===== src/rtl/clk_ratio_pkg.sv =====
package clk_ratio_pkg;
  localparam int unsigned CODE_W   = 3;
  localparam int unsigned NDOM     = 3;
  localparam int unsigned MAX_CODE = 5;
  localparam int unsigned CNT_W    = MAX_CODE;
  localparam int unsigned CFG_W    = CODE_W * NDOM;

  typedef enum int unsigned {
    DOM_CORE = 0,
    DOM_PER  = 1,
    DOM_BUS  = 2
  } dom_e;

  typedef logic [CODE_W-1:0] code_t;
  typedef logic [CNT_W-1:0]  phase_t;

  // Reserved codes saturate to the slowest legal ratio.
  function automatic code_t norm_code(input code_t c);
    return (c > code_t'(MAX_CODE)) ? code_t'(MAX_CODE) : c;
  endfunction

  // A subordinate domain never runs faster than the core domain.
  function automatic code_t clamp_to_core(input code_t req, input code_t core);
    code_t n;
    n = norm_code(req);
    return (n < core) ? core : n;
  endfunction

  // Strobe when the low 'code' bits of the phase counter are all ones.
  function automatic logic strobe_hit(input phase_t cnt, input code_t code);
    phase_t mask;
    mask = '0;
    for (int i = 0; i < int'(CNT_W); i++) begin
      if (i < int'(code)) mask[i] = 1'b1;
    end
    return (cnt & mask) == mask;
  endfunction

  function automatic logic freq_ok(input int unsigned in_khz, input code_t code,
                                   input int unsigned lo_khz, input int unsigned hi_khz);
    int unsigned f;
    f = in_khz >> code;
    return (f >= lo_khz) && (f <= hi_khz);
  endfunction
endpackage


===== src/rtl/clk_ratio_regs.sv =====
module clk_ratio_regs
  import clk_ratio_pkg::*;
(
  input  logic             clk,
  input  logic             rst_n,
  input  logic             wr_en,
  input  logic [CFG_W-1:0] wr_data,
  input  logic             bus_busy,
  output logic [CFG_W-1:0] raw_q,
  output logic [CFG_W-1:0] eff_q,
  output logic             pend_q,
  output logic             apply_evt
);
  logic [CFG_W-1:0] eff_d;
  code_t            core_n;

  // An apply is only taken when the bus is idle and no new write competes.
  assign apply_evt = pend_q & ~bus_busy & ~wr_en;
  assign core_n    = norm_code(raw_q[DOM_CORE*CODE_W +: CODE_W]);

  always_comb begin
    eff_d = '0;
    eff_d[DOM_CORE*CODE_W +: CODE_W] = core_n;
    for (int d = 1; d < int'(NDOM); d++) begin
      eff_d[d*CODE_W +: CODE_W] = clamp_to_core(raw_q[d*CODE_W +: CODE_W], core_n);
    end
  end

  always_ff @(posedge clk) begin
    if (!rst_n) begin
      raw_q  <= '0;
      pend_q <= 1'b0;
      eff_q  <= '0;
    end else begin
      if (wr_en) begin
        raw_q  <= wr_data;
        pend_q <= 1'b1;
      end else if (apply_evt) begin
        pend_q <= 1'b0;
      end
      if (apply_evt) eff_q <= eff_d;
    end
  end
endmodule


===== src/rtl/clk_ratio_phase.sv =====
module clk_ratio_phase
  import clk_ratio_pkg::*;
(
  input  logic   clk,
  input  logic   rst_n,
  input  logic   restart,
  output phase_t cnt_q
);
  always_ff @(posedge clk) begin
    if (!rst_n)       cnt_q <= '0;
    else if (restart) cnt_q <= '0;
    else              cnt_q <= cnt_q + phase_t'(1);
  end
endmodule


===== src/rtl/clk_ratio_strobe.sv =====
module clk_ratio_strobe
  import clk_ratio_pkg::*;
(
  input  phase_t cnt,
  input  code_t  code,
  output logic   ce
);
  assign ce = strobe_hit(cnt, code);
endmodule


===== src/rtl/clk_ratio_range.sv =====
module clk_ratio_range
  import clk_ratio_pkg::*;
#(
  parameter int unsigned IN_KHZ       = 50000,
  parameter int unsigned CORE_MIN_KHZ = 8000,
  parameter int unsigned CORE_MAX_KHZ = 50000,
  parameter int unsigned PER_MIN_KHZ  = 8000,
  parameter int unsigned PER_MAX_KHZ  = 35000,
  parameter int unsigned BUS_MIN_KHZ  = 8000,
  parameter int unsigned BUS_MAX_KHZ  = 50000
) (
  input  logic [CFG_W-1:0] eff,
  output logic [NDOM-1:0]  dom_err
);
  for (genvar d = 0; d < int'(NDOM); d++) begin : g_dom
    localparam int unsigned LO = (d == DOM_CORE) ? CORE_MIN_KHZ :
                                 (d == DOM_PER)  ? PER_MIN_KHZ  : BUS_MIN_KHZ;
    localparam int unsigned HI = (d == DOM_CORE) ? CORE_MAX_KHZ :
                                 (d == DOM_PER)  ? PER_MAX_KHZ  : BUS_MAX_KHZ;
    assign dom_err[d] = ~freq_ok(IN_KHZ, eff[d*CODE_W +: CODE_W], LO, HI);
  end
endmodule


===== src/rtl/clk_ratio_ctrl.sv =====
module clk_ratio_ctrl
  import clk_ratio_pkg::*;
#(
  parameter int unsigned IN_KHZ       = 50000,
  parameter int unsigned CORE_MIN_KHZ = 8000,
  parameter int unsigned CORE_MAX_KHZ = 50000,
  parameter int unsigned PER_MIN_KHZ  = 8000,
  parameter int unsigned PER_MAX_KHZ  = 35000,
  parameter int unsigned BUS_MIN_KHZ  = 8000,
  parameter int unsigned BUS_MAX_KHZ  = 50000
) (
  input  logic       clk,
  input  logic       rst_n,
  input  logic       wr_en,
  input  logic [8:0] wr_data,
  input  logic       bus_busy,
  output logic [8:0] rd_data,
  output logic       upd_pending,
  output logic [8:0] eff_ratio,
  output logic       core_ce,
  output logic       per_ce,
  output logic       bus_ce,
  output logic       range_err
);
  logic [CFG_W-1:0] raw_q;
  logic [CFG_W-1:0] eff_q;
  logic             pend_q;
  logic             apply_evt;
  phase_t           phase_cnt;
  logic [NDOM-1:0]  ce_vec;
  logic [NDOM-1:0]  dom_err;

  clk_ratio_regs u_regs (
    .clk       (clk),
    .rst_n     (rst_n),
    .wr_en     (wr_en),
    .wr_data   (wr_data),
    .bus_busy  (bus_busy),
    .raw_q     (raw_q),
    .eff_q     (eff_q),
    .pend_q    (pend_q),
    .apply_evt (apply_evt)
  );

  clk_ratio_phase u_phase (
    .clk     (clk),
    .rst_n   (rst_n),
    .restart (apply_evt),
    .cnt_q   (phase_cnt)
  );

  for (genvar d = 0; d < int'(NDOM); d++) begin : g_strobe
    clk_ratio_strobe u_strobe (
      .cnt  (phase_cnt),
      .code (eff_q[d*CODE_W +: CODE_W]),
      .ce   (ce_vec[d])
    );
  end

  clk_ratio_range #(
    .IN_KHZ       (IN_KHZ),
    .CORE_MIN_KHZ (CORE_MIN_KHZ),
    .CORE_MAX_KHZ (CORE_MAX_KHZ),
    .PER_MIN_KHZ  (PER_MIN_KHZ),
    .PER_MAX_KHZ  (PER_MAX_KHZ),
    .BUS_MIN_KHZ  (BUS_MIN_KHZ),
    .BUS_MAX_KHZ  (BUS_MAX_KHZ)
  ) u_range (
    .eff     (eff_q),
    .dom_err (dom_err)
  );

  assign rd_data     = raw_q;
  assign upd_pending = pend_q;
  assign eff_ratio   = eff_q;
  assign core_ce     = ce_vec[DOM_CORE];
  assign per_ce      = ce_vec[DOM_PER];
  assign bus_ce      = ce_vec[DOM_BUS];
  assign range_err   = |dom_err;
endmodule


===== config.mk =====
export PLATFORM = sky130hd
export DESIGN_NAME = clk_ratio_ctrl
export DESIGN_NICKNAME = d
export VERILOG_FILES = /design/src/rtl/clk_ratio_pkg.sv /design/src/rtl/clk_ratio_regs.sv /design/src/rtl/clk_ratio_phase.sv /design/src/rtl/clk_ratio_strobe.sv /design/src/rtl/clk_ratio_range.sv /design/src/rtl/clk_ratio_ctrl.sv
export SDC_FILE = /design/constraint.sdc
export NUM_CORES = 1
export LEC_CHECK = 0
export ABC_AREA = 1
export BUFFER_PORTS_ARGS = -buffer_cell sky130_fd_sc_hd__buf_2
export CORE_UTILIZATION = 30
export CTS_CLUSTER_DIAMETER = 80
export DETAILED_ROUTE_END_ITERATION = 8
export PLACE_DENSITY = 0.44
export SYNTH_ARGS = -nofsm -noshare
export SYNTH_HDL_FRONTEND = slang
export SYNTH_SLANG_ARGS = --single-unit

===== constraint.sdc =====
create_clock -name clk -period 2.15 [get_ports clk]
set_clock_uncertainty 0.1 [all_clocks]
set_input_delay 0.3225 -clock clk [delete_from_list [all_inputs] [get_ports clk]]
set_output_delay 0.3225 -clock clk [all_outputs]
set_load 0.005 [all_outputs]

Word-level counts from Yosys, hierarchy flattened

Index checks and enable logic that the tools add are counted.

Word-level logic and storage cells: 76
Bits in registers: 24
Output and inout port bits: 23
Input bits: 13

Add/subtract/negate cells: 1
Bitwise logic cells: 11
Multiplexer cells: 22
Eq/ne operators: 3
Reduce and logical (&&, ||, !) cells: 6
Shifts and indexed selects: 3
Magnitude comparators: 26

Operators by type and width:

| cell                    | number |
|---|---|
| $ge A32 B13 Y1 const B  | 3 |
| $le A32 B16 Y1 const B  | 3 |
| $shr A16 B3 Y32 const A | 3 |
| $lt A1 B3 Y1 const A    | 6 |
| $lt A2 B3 Y1 const A    | 6 |
| $mux W1                 | 17 |
| $and A5 B5 Y5           | 3 |
| $eq A5 B5 Y1            | 3 |
| $mux W3                 | 5 |
| $gt A3 B3 Y1 const B    | 3 |
| $lt A3 B3 Y1 const A    | 3 |
| $lt A3 B3 Y1            | 2 |
| $not A1 Y1              | 6 |
| $add A5 B1 Y5 const B   | 1 |
| $logic_and A1 B1 Y1     | 3 |
| $reduce_or A3 Y1        | 1 |
| $and A1 B1 Y1           | 2 |
| $reduce_bool A2 Y1      | 1 |
| $reduce_or A2 Y1        | 1 |

Depth between registers and ports, before layout

Gate-level depths: netlist of run 1.

Word-level depth: 5
Mapped depth: 13
Gate-level depth less buffers: 13

Modules after synthesis

From an unflattened synthesis of run 1, not the netlist that was laid out.

Cell total of the unflattened synthesis: 304
Area total of the unflattened synthesis: 1986.9 µm²

Modules (own cells, without submodules):

| module           | seq. area each (µm²) | instances | area each (µm²) | cells an instance |
|---|---|---|---|---|
| clk_ratio_regs   | 380.4                | 1         | 897.1           | 124 |
| clk_ratio_range  | 0.0                  | 1         | 726.9           | 115 |
| clk_ratio_phase  | 100.1                | 1         | 205.2           | 26 |
| clk_ratio_strobe | 0.0                  | 3         | 48.8            | 12 |
| clk_ratio_ctrl   | 0.0                  | 1         | 11.3            | 3 |

Worst setup path after synthesis of run 1

OpenSTA, ideal clock, no wires.

Path kind: flip-flop to output port
Start point: register u_regs.eff_q[7]
End point: output port range_err
Stages on the path, launching flop included: 14
Buffers on the path: 0
Path slack: 161 ps
Data arrival time: 1567 ps
Required time: 1727 ps
Cell sequence: dfxtp_1 -> inv_1 -> ha_1 -> inv_1 -> nand2_1 -> nand2_4 -> nor2_4 -> nand2_2 -> nor2_2 -> nand2_1 -> nand2_1 -> inv_1 -> nor2_2 -> nand2_1

Word-level cells in the longest chain between the ends: 5
Elaborated cells between the ends (all ways): 6
Classes of those cells: 2 x order compare; 1 x shift; 1 x bitwise; 2 x reduce/logical

Ends and longest elaborated chain:

| what                                                    | RTL line              | RTL |
|---|---|---|
| start, declared                                         | clk_ratio_regs.sv:10  | `output logic [CFG_W-1:0] eff_q,` |
| start signal, assigned                                  | clk_ratio_regs.sv:33  | `eff_q <= '0;` |
| start signal, assigned                                  | clk_ratio_regs.sv:41  | `if (apply_evt) eff_q <= eff_d;` |
| $shr A16 B3 Y32 *                                       | clk_ratio_pkg.sv:42   | `f = in_khz >> code;` |
| $ge A32 B13 Y1 / $le A32 B16 Y1 (equally long branches) | clk_ratio_pkg.sv:43   | `return (f >= lo_khz) && (f <= hi_khz);` |
| $logic_and A1 B1 Y1 *                                   | clk_ratio_pkg.sv:43   |  |
| $not A1 Y1 *                                            | clk_ratio_range.sv:20 | `assign dom_err[d] = ~freq_ok(IN_KHZ, eff[d*CODE_W +: CODE_W], LO, HI);` |
| $reduce_or A3 Y1 *                                      | clk_ratio_ctrl.sv:79  | `assign range_err = \|dom_err;` |
| end, declared                                           | clk_ratio_ctrl.sv:23  | `output logic range_err` |

Every way passes the cells marked *; elsewhere a longest branch is shown, timed or not.

Worst setup path after layout of run 1

Start point: register u_regs.eff_q[0]
End point: output port range_err

The elaborated chain is that of the path after synthesis.

==> results of run 1 <==
==> critical path, delay by kind of cell, from the launching register on <==
family | cells | cell delay, ns
compound gates | 3 | 0.38
fa+ha+maj | 1 | 0.20
buf+inv | 3 | 0.32
flops | 1 | 0.33
simple gates | 4 | 0.26
==> what timing repair did <==
item                                    in CTS  in global routing
endpoints found under the setup margin       1                  3
gates resized for setup                     43                 17
pin swaps                                   12                  7
setup buffers                                2                  4
==> cell families after synthesis <==
logic type / count (synthesis) / synth area share (%)
compound gates: 55 / 13.9
simple gates: 156 / 33.0
fa+ha+maj: 32 / 19.1
flops: 24 / 22.9
buf+inv: 60 / 11.1
==> per-layer routing <==
layer | vias to the layer above | part of all wire [%] | track usage [%]
met3 | 2 | 2.4 | 1.35
met5 | - | 0 | 0
met2 | 32 | 47 | 26.0
li1 | 1134 | - | -
met1 | 887 | 50 | 18.9
met4 | 0 | 0.47 | 3.64
==> worst paths after layout <==
path,startpoint,endpoint,slack [ns]
setup / recovery,u_regs.eff_q[0],range_err,-0.03
hold / removal,wr_data[6],u_regs.raw_q[6],0.18
setup reg to reg,u_regs.raw_q[2],u_regs.eff_q[7],0.53
hold reg to reg,u_regs.pend_q,u_regs.pend_q,0.38
==> power groups by stage <==
stage	logic, mW	clock network, mW	registers (mW)
finish	0.357	0.260	0.487
global route	0.413	0.290	0.491
CTS	0.348	0.273	0.487
detailed placement	0.322	0	0.497
global placement	0.322	0	0.497
floorplan	0.225	0	0.499
==> layout make-up <==
class,count,area share (%)
Timing Repair Buffer,56,12.6
Multi-Input combinational cell,243,56.5
Sequential cell,24,18.0
Tap cell,80,3.67
Clock buffer,3,1.51
Inverter,55,7.71
==> synth_stat cells, drive strengths merged <==
cell,n
inv,54
clkbuf,4
dfxtp,24
ha,32
nor2,40
o21bai,4
clkinv,1
nor3,2
buf,1
o22ai,3
a21oi,19
nand3b,2
nand3,16
o211ai,1
nand2,96
o21ai,28
==> flip-flops by register name, indices dropped and copies added, names as in the netlist <==
register / flops
u_phase.cnt_q: 5
u_regs.raw_q: 9
u_regs.eff_q: 9
u_regs.pend_q: 1
==> layout by cell type (no fill, tap or decap), drive strengths merged <==
cell,n
nand2,96
inv,54
o211ai,1
nand3,16
o22ai,3
ha,32
nand3b,2
a21oi,19
clkbuf,3
buf,56
o21bai,4
nor2,40
dfxtp,24
clkinv,1
nor3,2
o21ai,28
==> out/metrics.cfg, run 1 <==
[floorplan]
start_util_pct=31.0
rows=30
coreArea_sq_um=6760
dieArea_sq_um=7320
pin_count=36
die_w_um=85.6
die_h_um=85.6

[cts]
cts.hold.buffers_added=0
clkLatencyLatePin_ns=0.26
cts_max_level=1
clock-sinks=24
clkTransAtPathRegs_ns=0.08
cts_root_buffer=clkbuf_8
clock_path_buffers=2
cts_tree=done
cts-buffers-inserted=3

[synthesis]
synth_top_area_cell=dfxtp_1
synth_cell_types=24
yosysSeqAreaShare_pct=22.9
synth_top_cell_area_share_pct=22.9
syn_inst=327
ys_top_cells_by_area=dfxtp_1, ha_1, nand2_1
synth_area_sq_um=2100
ys_seq_elements=24
synth_nets=372
avgSynthCellArea_sq_um=6.41
yosysWarningCount=0

[cells_and_area]
insertedDiodeCount=0
drive_gt1_share_pct=33.6
stdcell_count=461
multi_input_area_sq_um=1540
design_area_sq_um=2730
nFillCells=760
synthToLayoutAreaGrowth_pct=30.1
fin_util_pct=40.4
nNetsFinal=428
register_area_sq_um=490

[critical_path]
end_kind=output pin
setup.worst_path.start_class=register
cp.arrival_ns=1.76
worst_r2r_path_depth=8
cp_slowest_stage_delay_ns=0.33
crit_required_ns=1.73
critPathSlowestCell=dfxtp_2
worstPathMaxFanout=4
setup.worst_path.class=register to output pin
cp_common_cell=nand2_1
crit_chain=buf_4, ha_1, inv_2, nand2_1, o21ai_0, o21ai_0, nand3_1, nand2_1, a21oi_2, nand2_1, buf_2

[power_and_ir_drop]
p_int_mw=0.747
seqPwrFrac_pct=44.1
swShare_pct=32.4
power_mw=1.10
switchingPower_mw=0.357
peakVddDrop_mv=0.269
p_clk_share_pct=23.6
powerDensity_nw_per_um2=405
leakage_nw=1.43
combPwrFrac_pct=32.3

[place]
dpl_cell_area_sq_um=2460
dp_hpwl_um=4080
dpl.cell_count=452
io_buffers=35
gp_congestion=0.761
dp_slack_ns=0.0979

[drt]
drt_iter0_drc=69
drtAntennaViolNets=0
first_pass_iters=4
wl_per_cell_um=11.2
via_per_inst=4.46
finalWirelength_um=5150
vias=2055
drc=0

[grt]
grt_pass1_wl_um=8770
grt_pass1_vias=1973
grt_antenna_before_repair=0
grt_use_total_pct=14.6
grt_max_degree=16
gr-total-overflow=0

[sta]
max_slew_margin_pct=73.1
fin_ws_ns=-0.0281
slew_violations=0
fmax_ghz=0.459
tightest_slew_ns=0.403
hold_viol=0
setup_viol=1
whs_ns=0.181
fin_setup_tns_ns=-0.0281
rsz0062_at_grt=yes
finalCritPeriodShare_pct=101
fin_crit_ns=2.18

[status]
status=finished, violations left
violations=negative setup slack

[flow_run]
max_cap_viol_count=0

[min_path]
min_path_type=input port to register
min_path_cells=3

Power figures use the tool's default switching activity.
==> inputs of run 2 (changes only) <==
--- a/config.mk
+++ b/config.mk
@@ -7,10 +7,10 @@
 export LEC_CHECK = 0
 export ABC_AREA = 1
 export BUFFER_PORTS_ARGS = -buffer_cell sky130_fd_sc_hd__buf_2
-export CORE_UTILIZATION = 30
+export CORE_UTILIZATION = 50
 export CTS_CLUSTER_DIAMETER = 80
 export DETAILED_ROUTE_END_ITERATION = 8
-export PLACE_DENSITY = 0.44
+export PLACE_DENSITY = 0.68
 export SYNTH_ARGS = -nofsm -noshare
 export SYNTH_HDL_FRONTEND = slang
 export SYNTH_SLANG_ARGS = --single-unit
==> run 2 against run 1 <==
  * The run still ends with negative setup slack left
  * Critical path type unchanged
  * Via count up 2.1%
  * Global-route usage up 8.3 points
  * Flip-flop and latch count unchanged
  * Combinational power up 2%
  * Clock power up 51%
  * Critical endpoint unchanged
==> out/metrics.cfg, run 2 (synthesized netlist as in run 1, its figures left out) <==
[status]
status=finished, violations left
violations=negative setup slack

[min_path]
min-delay-start=wr_data[6]
hold_end=u_regs.raw_q[6]
min_path_type=input port to register
min_path_cells=3  ; unchanged

[cts]
clkTransAtPathRegs_ns=0.09  ; about the same
cts-buffers-inserted=3  ; unchanged
clock-sinks=24  ; unchanged
cts_max_level=1  ; unchanged
cts_tree=done
clock_path_buffers=2  ; unchanged
cts_root_buffer=clkbuf_8
clkLatencyLatePin_ns=0.26  ; about the same

[critical_path]
cp.arrival_ns=1.80  ; +0.04 ns
setup.worst_path.start_class=register
r2r_setup_slack_ns=0.50  ; -0.03 ns
regToRegEndpoint=u_regs.eff_q[7]
worstPathMaxFanout=4  ; unchanged
worst_r2r_path_depth=8  ; unchanged
setup.worst_path.class=register to output pin
end_kind=output pin
crit_required_ns=1.73  ; about the same
timing.rr.start=u_regs.raw_q[2]

[grt]
grt_pass1_wl_um=8020  ; -8.6%
grt_max_degree=16  ; unchanged
grt_use_total_pct=22.9  ; +8.3 points
busiest_layer=met2
grt_antenna_before_repair=0  ; unchanged
gr-total-overflow=0  ; unchanged
grt_pass1_vias=1916  ; -2.9%
grt_use_met1_pct=30.2  ; +11 points
use_met3_pct=1.54  ; +0.19 points
met2_usage_pct=41.7  ; +16 points

[drt]
wl_per_cell_um=11.6  ; +3.9%
drtAntennaViolNets=0  ; unchanged
vias=2098  ; +2.1%
drc=0  ; unchanged
via_per_inst=4.91  ; +10%
drt_iter0_drc=81  ; +17%
finalWirelength_um=4950  ; -3.8%
first_pass_iters=4  ; unchanged

[floorplan]
rows=23  ; -23%
dieArea_sq_um=4450  ; -39%
die_w_um=66.7  ; -22%
start_util_pct=52.4  ; +21 points
pin_count=36  ; unchanged
coreArea_sq_um=4000  ; -41%
die_h_um=66.7  ; -22%

[power_and_ir_drop]
peakVddDrop_mv=0.397  ; +48%
power_mw=1.24  ; +13%
leakage_nw=1.41  ; -1.1%
powerDensity_nw_per_um2=463  ; +14%

[cells_and_area]
insertedDiodeCount=0  ; unchanged
drive_gt1_share_pct=31.3  ; -2.3 points
synthToLayoutAreaGrowth_pct=28.2
stdcell_count=427  ; -7.4%
final_cell_mix=nand2_1, inv_1, buf_2, nor2_1, o21ai_0
fin_util_pct=67.2  ; +27 points
design_area_sq_um=2690  ; -1.4%
final_common_cell=nand2_1
nNetsFinal=423  ; -1.2%
reg_top3=u_regs.eff_q: 9 flops, u_regs.raw_q: 9 flops, u_phase.cnt_q: 5 flops

[sta]
whs_ns=0.177  ; -0.00468 ns
finalCritPeriodShare_pct=103  ; +1.8 points
fin_ws_ns=-0.0678  ; -0.0397 ns
rsz0062_at_grt=yes
slew_violations=0  ; unchanged
max_slew_margin_pct=74.8  ; +1.7 points
hold_viol=0  ; unchanged
fmax_ghz=0.451  ; -1.8%
tightest_slew_ns=0.377  ; -0.0258 ns
setup_viol=1  ; unchanged
fin_crit_ns=2.22  ; +0.0397 ns

[place]
gp_congestion=0.858  ; +13%
dpl_cell_area_sq_um=2420  ; -1.5%
io_buffers=35  ; unchanged
dpl.cell_count=422  ; -6.6%
dp_hpwl_um=3800  ; -6.9%

[flow_run]
max_cap_viol_count=0  ; unchanged

run 2: worst max-delay path, stage by stage, from the launching register on:
cell     delay [ns]
dfxtp_2        0.37
inv_4          0.06
buf_6          0.13
ha_1           0.18
inv_2          0.05
nand2_1        0.07
nor2_1         0.13
nand2_1        0.06
nor2_1         0.10
nand2_1        0.07
a21oi_1        0.13
nand2_1        0.07
buf_2          0.12
run 2: metal layers:
layer  up-vias  share of wire [%]  routed length, um
li1       1121                  -                  -
met1       940                 49               2410
met2        35                 49               2410
met3         2                2.2                110
met4         0               0.20                 10
met5         -                  0                  0
run 2: area by class of cell:
type	instances	area (sq um)
inverters	55	214
repair buffers	51	310
flip-flops and latches	24	489
well taps	50	62.6
clock inverters	1	30.0
clock buffers	3	41.3
multi-input cells	243	1540
fillers	387	1310
run 2: through the flow:
step	setup WS, ns	TNS [ns]
after floorplan	0.161	0
after global placement	0.114	0
after detailed placement	0.0881	0
after CTS	-0.0904	-0.0904
after global routing	-0.215	-0.215
final	-0.0678	-0.0678
run 2: power breakdown:
group,total (mW),internal (mW),leakage [nW],switching [mW]
clock,0.392,0.249,0.0357,0.143
combinational,0.364,0.155,1.18,0.209
sequential,0.489,0.468,0.200,0.0209
total,1.24,0.871,1.41,0.373
run 2: what timing repair did:
action                                  in CTS  in global routing
hold buffers                                 0                  0
endpoints found under the setup margin       1                  2
pin swaps                                   11                 15
gates resized for setup                     20                 38
setup buffers                                1                  0
run 2: worst max-delay path by stage:
stage                               start   endpoint  slack, ns  cells after the start
after floorplan           u_regs.eff_q[7]  range_err       0.16                     13
after global placement    u_regs.eff_q[6]  range_err       0.11                     13
after detailed placement  u_regs.eff_q[6]  range_err       0.09                     13
after CTS                 u_regs.eff_q[6]  range_err      -0.09                     14
after global routing      u_regs.eff_q[7]  range_err      -0.22                     13
final                     u_regs.eff_q[1]  range_err      -0.07                     12
==> inputs of run 3 (changes only) <==
--- a/config.mk
+++ b/config.mk
@@ -5,12 +5,11 @@
 export SDC_FILE = /design/constraint.sdc
 export NUM_CORES = 1
 export LEC_CHECK = 0
-export ABC_AREA = 1
 export BUFFER_PORTS_ARGS = -buffer_cell sky130_fd_sc_hd__buf_2
 export CORE_UTILIZATION = 50
 export CTS_CLUSTER_DIAMETER = 80
 export DETAILED_ROUTE_END_ITERATION = 8
-export PLACE_DENSITY = 0.68
+export PLACE_DENSITY = 0.7
 export SYNTH_ARGS = -nofsm -noshare
 export SYNTH_HDL_FRONTEND = slang
 export SYNTH_SLANG_ARGS = --single-unit
==> constraint.sdc (replaced) <==
create_clock -name clk -period 2.81 [get_ports clk]
set_clock_uncertainty 0.1 [all_clocks]
set_input_delay 0.4215 -clock clk [delete_from_list [all_inputs] [get_ports clk]]
set_output_delay 0.4215 -clock clk [all_outputs]
set_load 0.005 [all_outputs]
==> run 3 against run 2 <==
  * Non-clock buffer count down 8
  * Highest routed layer unchanged
  * The run still ends with negative setup slack left
  * Setup slack better by 0.055 ns
  * Total power decreased by 47%
  * Count of clock-buffer cells in the layout unchanged
  * Largest cell class unchanged
  * Die area decreased by 15%
  * Synthesized cell count decreased by 38%
  * Critical path type unchanged
  * Register-to-register slack improved by 0.49 ns
  * Design area is 21% lower
==> out/metrics.cfg, run 3 <==
[status]
status=finished, violations left
violations=negative setup slack

[critical_path]
setup.worst_path.class=register to output pin
setup.worst_path.start_class=register
crit_start=u_regs.eff_q[6]
timing.rr.start=u_regs.raw_q[2]
cp.arrival_ns=2.30  ; +0.50 ns
worstPathMaxFanout=3  ; -1
r2r_setup_slack_ns=0.99  ; +0.49 ns
crit_required_ns=2.29  ; +0.56 ns
regToRegEndpoint=u_regs.eff_q[6]
worst_r2r_path_depth=6  ; -2
crit_end=range_err
end_kind=output pin

[cells_and_area]
insertedDiodeCount=0  ; unchanged
stdcell_count=288  ; -33%
drive_gt1_share_pct=24.4  ; -6.9 points
final_cell_mix=buf_2, ha_1, dfxtp_1, nor2b_1, a21oi_1
nFillCells=345  ; -11%
final_common_cell=buf_2
nNetsFinal=289  ; -32%
synthToLayoutAreaGrowth_pct=19.2
reg_top3=u_regs.eff_q: 9 flops, u_regs.raw_q: 9 flops, u_phase.cnt_q: 5 flops

[power_and_ir_drop]
switchingPower_mw=0.183  ; -51%
peakVddDrop_mv=0.317  ; -20%
p_clk_share_pct=22.6  ; -8.9 points
leakage_nw=0.994  ; -30%
combPwrFrac_pct=20.5  ; -8.7 points
power_mw=0.654  ; -47%
swShare_pct=27.9  ; -2.1 points
powerDensity_nw_per_um2=309  ; -33%
p_int_mw=0.471  ; -46%
seqPwrFrac_pct=56.9  ; +18 points

[sta]
slew_violations=0  ; unchanged
max_slew_margin_pct=72.5  ; -2.3 points
finalCritPeriodShare_pct=100
tightest_slew_ns=0.412  ; +0.0352 ns
fmax_ghz=0.354
setup_viol=1  ; unchanged
fin_crit_ns=2.82
fin_ws_ns=-0.0125  ; +0.0553 ns
rsz0062_at_grt=yes
hold_viol=0  ; unchanged

[synthesis]
ys_top_cells_by_count=ha_1, dfxtp_1, a21oi_1, nor2b_1, inv_1
synth_nets=247  ; -34%
syn_inst=202  ; -38%
synth_top_area_cell=dfxtp_1
yosysWarningCount=0  ; unchanged
avgSynthCellArea_sq_um=8.79  ; +37%
yosysMostFrequentCell=ha_1
synth-edff-count=0  ; unchanged
synth_cell_types=38  ; +58%
yosysSeqAreaShare_pct=27.1  ; +4.1 points
ys_top_cells_by_area=dfxtp_1, ha_1, mux2i_1
async_reset_ff_share_pct=0  ; unchanged
ys_seq_elements=24  ; unchanged
synth_ff_type=dfxtp_1
synth_area_sq_um=1780  ; -15%
synth_top_cell_area_share_pct=27.1  ; +4.1 points

[flow_run]
max_cap_viol_count=0  ; unchanged

[place]
dpl.cell_count=285  ; -32%
gp_congestion=0.821  ; -4.3%
io_buffers=35  ; unchanged
dp_hpwl_um=2870  ; -25%

[floorplan]
rows=21  ; -8.7%
coreArea_sq_um=3360  ; -16%
die_h_um=61.6  ; -7.7%
dieArea_sq_um=3790  ; -15%
start_util_pct=52.8  ; +0.40 points
die_w_um=61.6  ; -7.7%
pin_count=36  ; unchanged

[drt]
wl_per_cell_um=12.8  ; +10%
first_pass_iters=4  ; unchanged
via_per_inst=5.36  ; +9.0%
vias=1543  ; -26%
drc=0  ; unchanged
drtAntennaViolNets=0  ; unchanged
drt_iter0_drc=86  ; +6.2%
finalWirelength_um=3690  ; -26%

[grt]
grt_use_total_pct=19.8  ; -3.1 points
grt_pass1_wl_um=5630  ; -30%
grt_pass1_vias=1274  ; -34%
grt_max_degree=14  ; -2
grt_antenna_before_repair=0  ; unchanged
gr-total-overflow=0  ; unchanged

[cts]
cts_max_level=1  ; unchanged
post_cts_buffers=0  ; -1
cts_root_buffer=clkbuf_4
clkLatencyLatePin_ns=0.31  ; +0.05 ns
cts-buffers-inserted=3  ; unchanged
clkTransAtPathRegs_ns=0.12  ; +0.03 ns
cts_tree=done
clock_path_buffers=2  ; unchanged
clock-sinks=24  ; unchanged

[min_path]
min_path_type=input port to register
min-delay-start=wr_data[6]

## run 3: changes by cell type after synthesis, sizes merged, moves of 10 or more
cell / before / now
nor2: 40 / 10
inv: 54 / 14
nor2b: 0 / 15
mux2i: 0 / 10
nand3: 16 / 3
nand2: 96 / 7
o21ai: 28 / 10
## run 3: stage by stage
| stage | hold WS, ns | utilization [%] | area, sq um | setup WS, ns | setup TNS, ns |
|---|---|---|---|---|---|
| 6_report | 0.257 | 62.9 | 2120 | -0.0125 | -0.0125 |
| 4_1_cts | 0.255 | 62.6 | 2100 | -0.0207 | -0.0207 |
| 3_3_place_gp | 0.424 | 60.8 | 2050 | 0.239 | 0 |
| 5_1_grt | 0.258 | 62.9 | 2120 | -0.133 | -0.133 |
| 2_1_floorplan | 0.377 | - | 1780 | 0.260 | 0 |
| 3_5_place_dp | 0.430 | 60.8 | 2050 | 0.191 | 0 |
## run 3: layer usage
metal / global-route usage [%] / share of wire [%] / wire length, um / up-vias
met5: 0 / 0 / 0 / -
met4: 6.67 / 1.2 / 45 / 0
met3: 1.26 / 2.6 / 95 / 5
met2: 32.7 / 47 / 1720 / 30
met1: 27.3 / 50 / 1830 / 707
li1: - / - / - / 801
## run 3: worst max-delay path: stages (launching register included)
cell and delay (ns):
dfxtp_2 0.34, inv_1 0.14, ha_4 0.23, or3_1 0.35, a211oi_2 0.22, nor3_1 0.08, or4_1 0.50, buf_2 0.14
## run 3: layout make-up
| class | count | area (sq um) | share of cell area, % |
|---|---|---|---|
| Multi-Input combinational cell | 158 | 1260 | 59.6 |
| Sequential cell | 24 | 487 | 23.0 |
| Timing Repair Buffer | 43 | 235 | 11.1 |
| Tap cell | 46 | 57.6 | 2.72 |
| Inverter | 14 | 52.6 | 2.48 |
| Clock buffer | 3 | 22.5 | 1.06 |
## run 3: worst min path at each step
| stage | slack [ns] | to | cells after the start |
|---|---|---|---|
| after floorplan | 0.38 | u_phase.cnt_q[0] | 1 |
| after global placement | 0.42 | u_regs.raw_q[0] | 2 |
| after detailed placement | 0.43 | u_regs.raw_q[0] | 2 |
| after CTS | 0.26 | u_regs.raw_q[6] | 3 |
| after global routing | 0.26 | u_regs.raw_q[6] | 3 |
| final | 0.26 | u_regs.raw_q[6] | 3 |
## run 3: kinds of logic (layout without fill, tap and decap cells)
logic type / count (synthesis) / after routing / synth area share (%)
adder cells (fa/ha/maj): 32 / 32 / 22.6
AO/OA/AOI/OAI: 50 / 50 / 17.4
AND/OR/NAND/NOR: 63 / 63 / 21.6
multiplexers: 10 / 10 / 5.64
buffers and inverters: 20 / 60 / 4.23
XOR/XNOR: 3 / 3 / 1.48
flip-flops: 24 / 24 / 27.1
## run 3: power groups by stage
stage / clock network (mW) / logic (mW) / registers, mW
global placement: 0 / 0.128 / 0.380
floorplan: 0 / 0.0890 / 0.378
global route: 0.165 / 0.151 / 0.375
finish: 0.148 / 0.134 / 0.372
CTS: 0.150 / 0.133 / 0.372
detailed placement: 0 / 0.130 / 0.381
## run 3: timing repair
item | CTS | global route
resized for setup | 8 | 3
pin swaps | 1 | 0
endpoints found under the setup margin | 1 | 1
hold buffers | 0 | 0
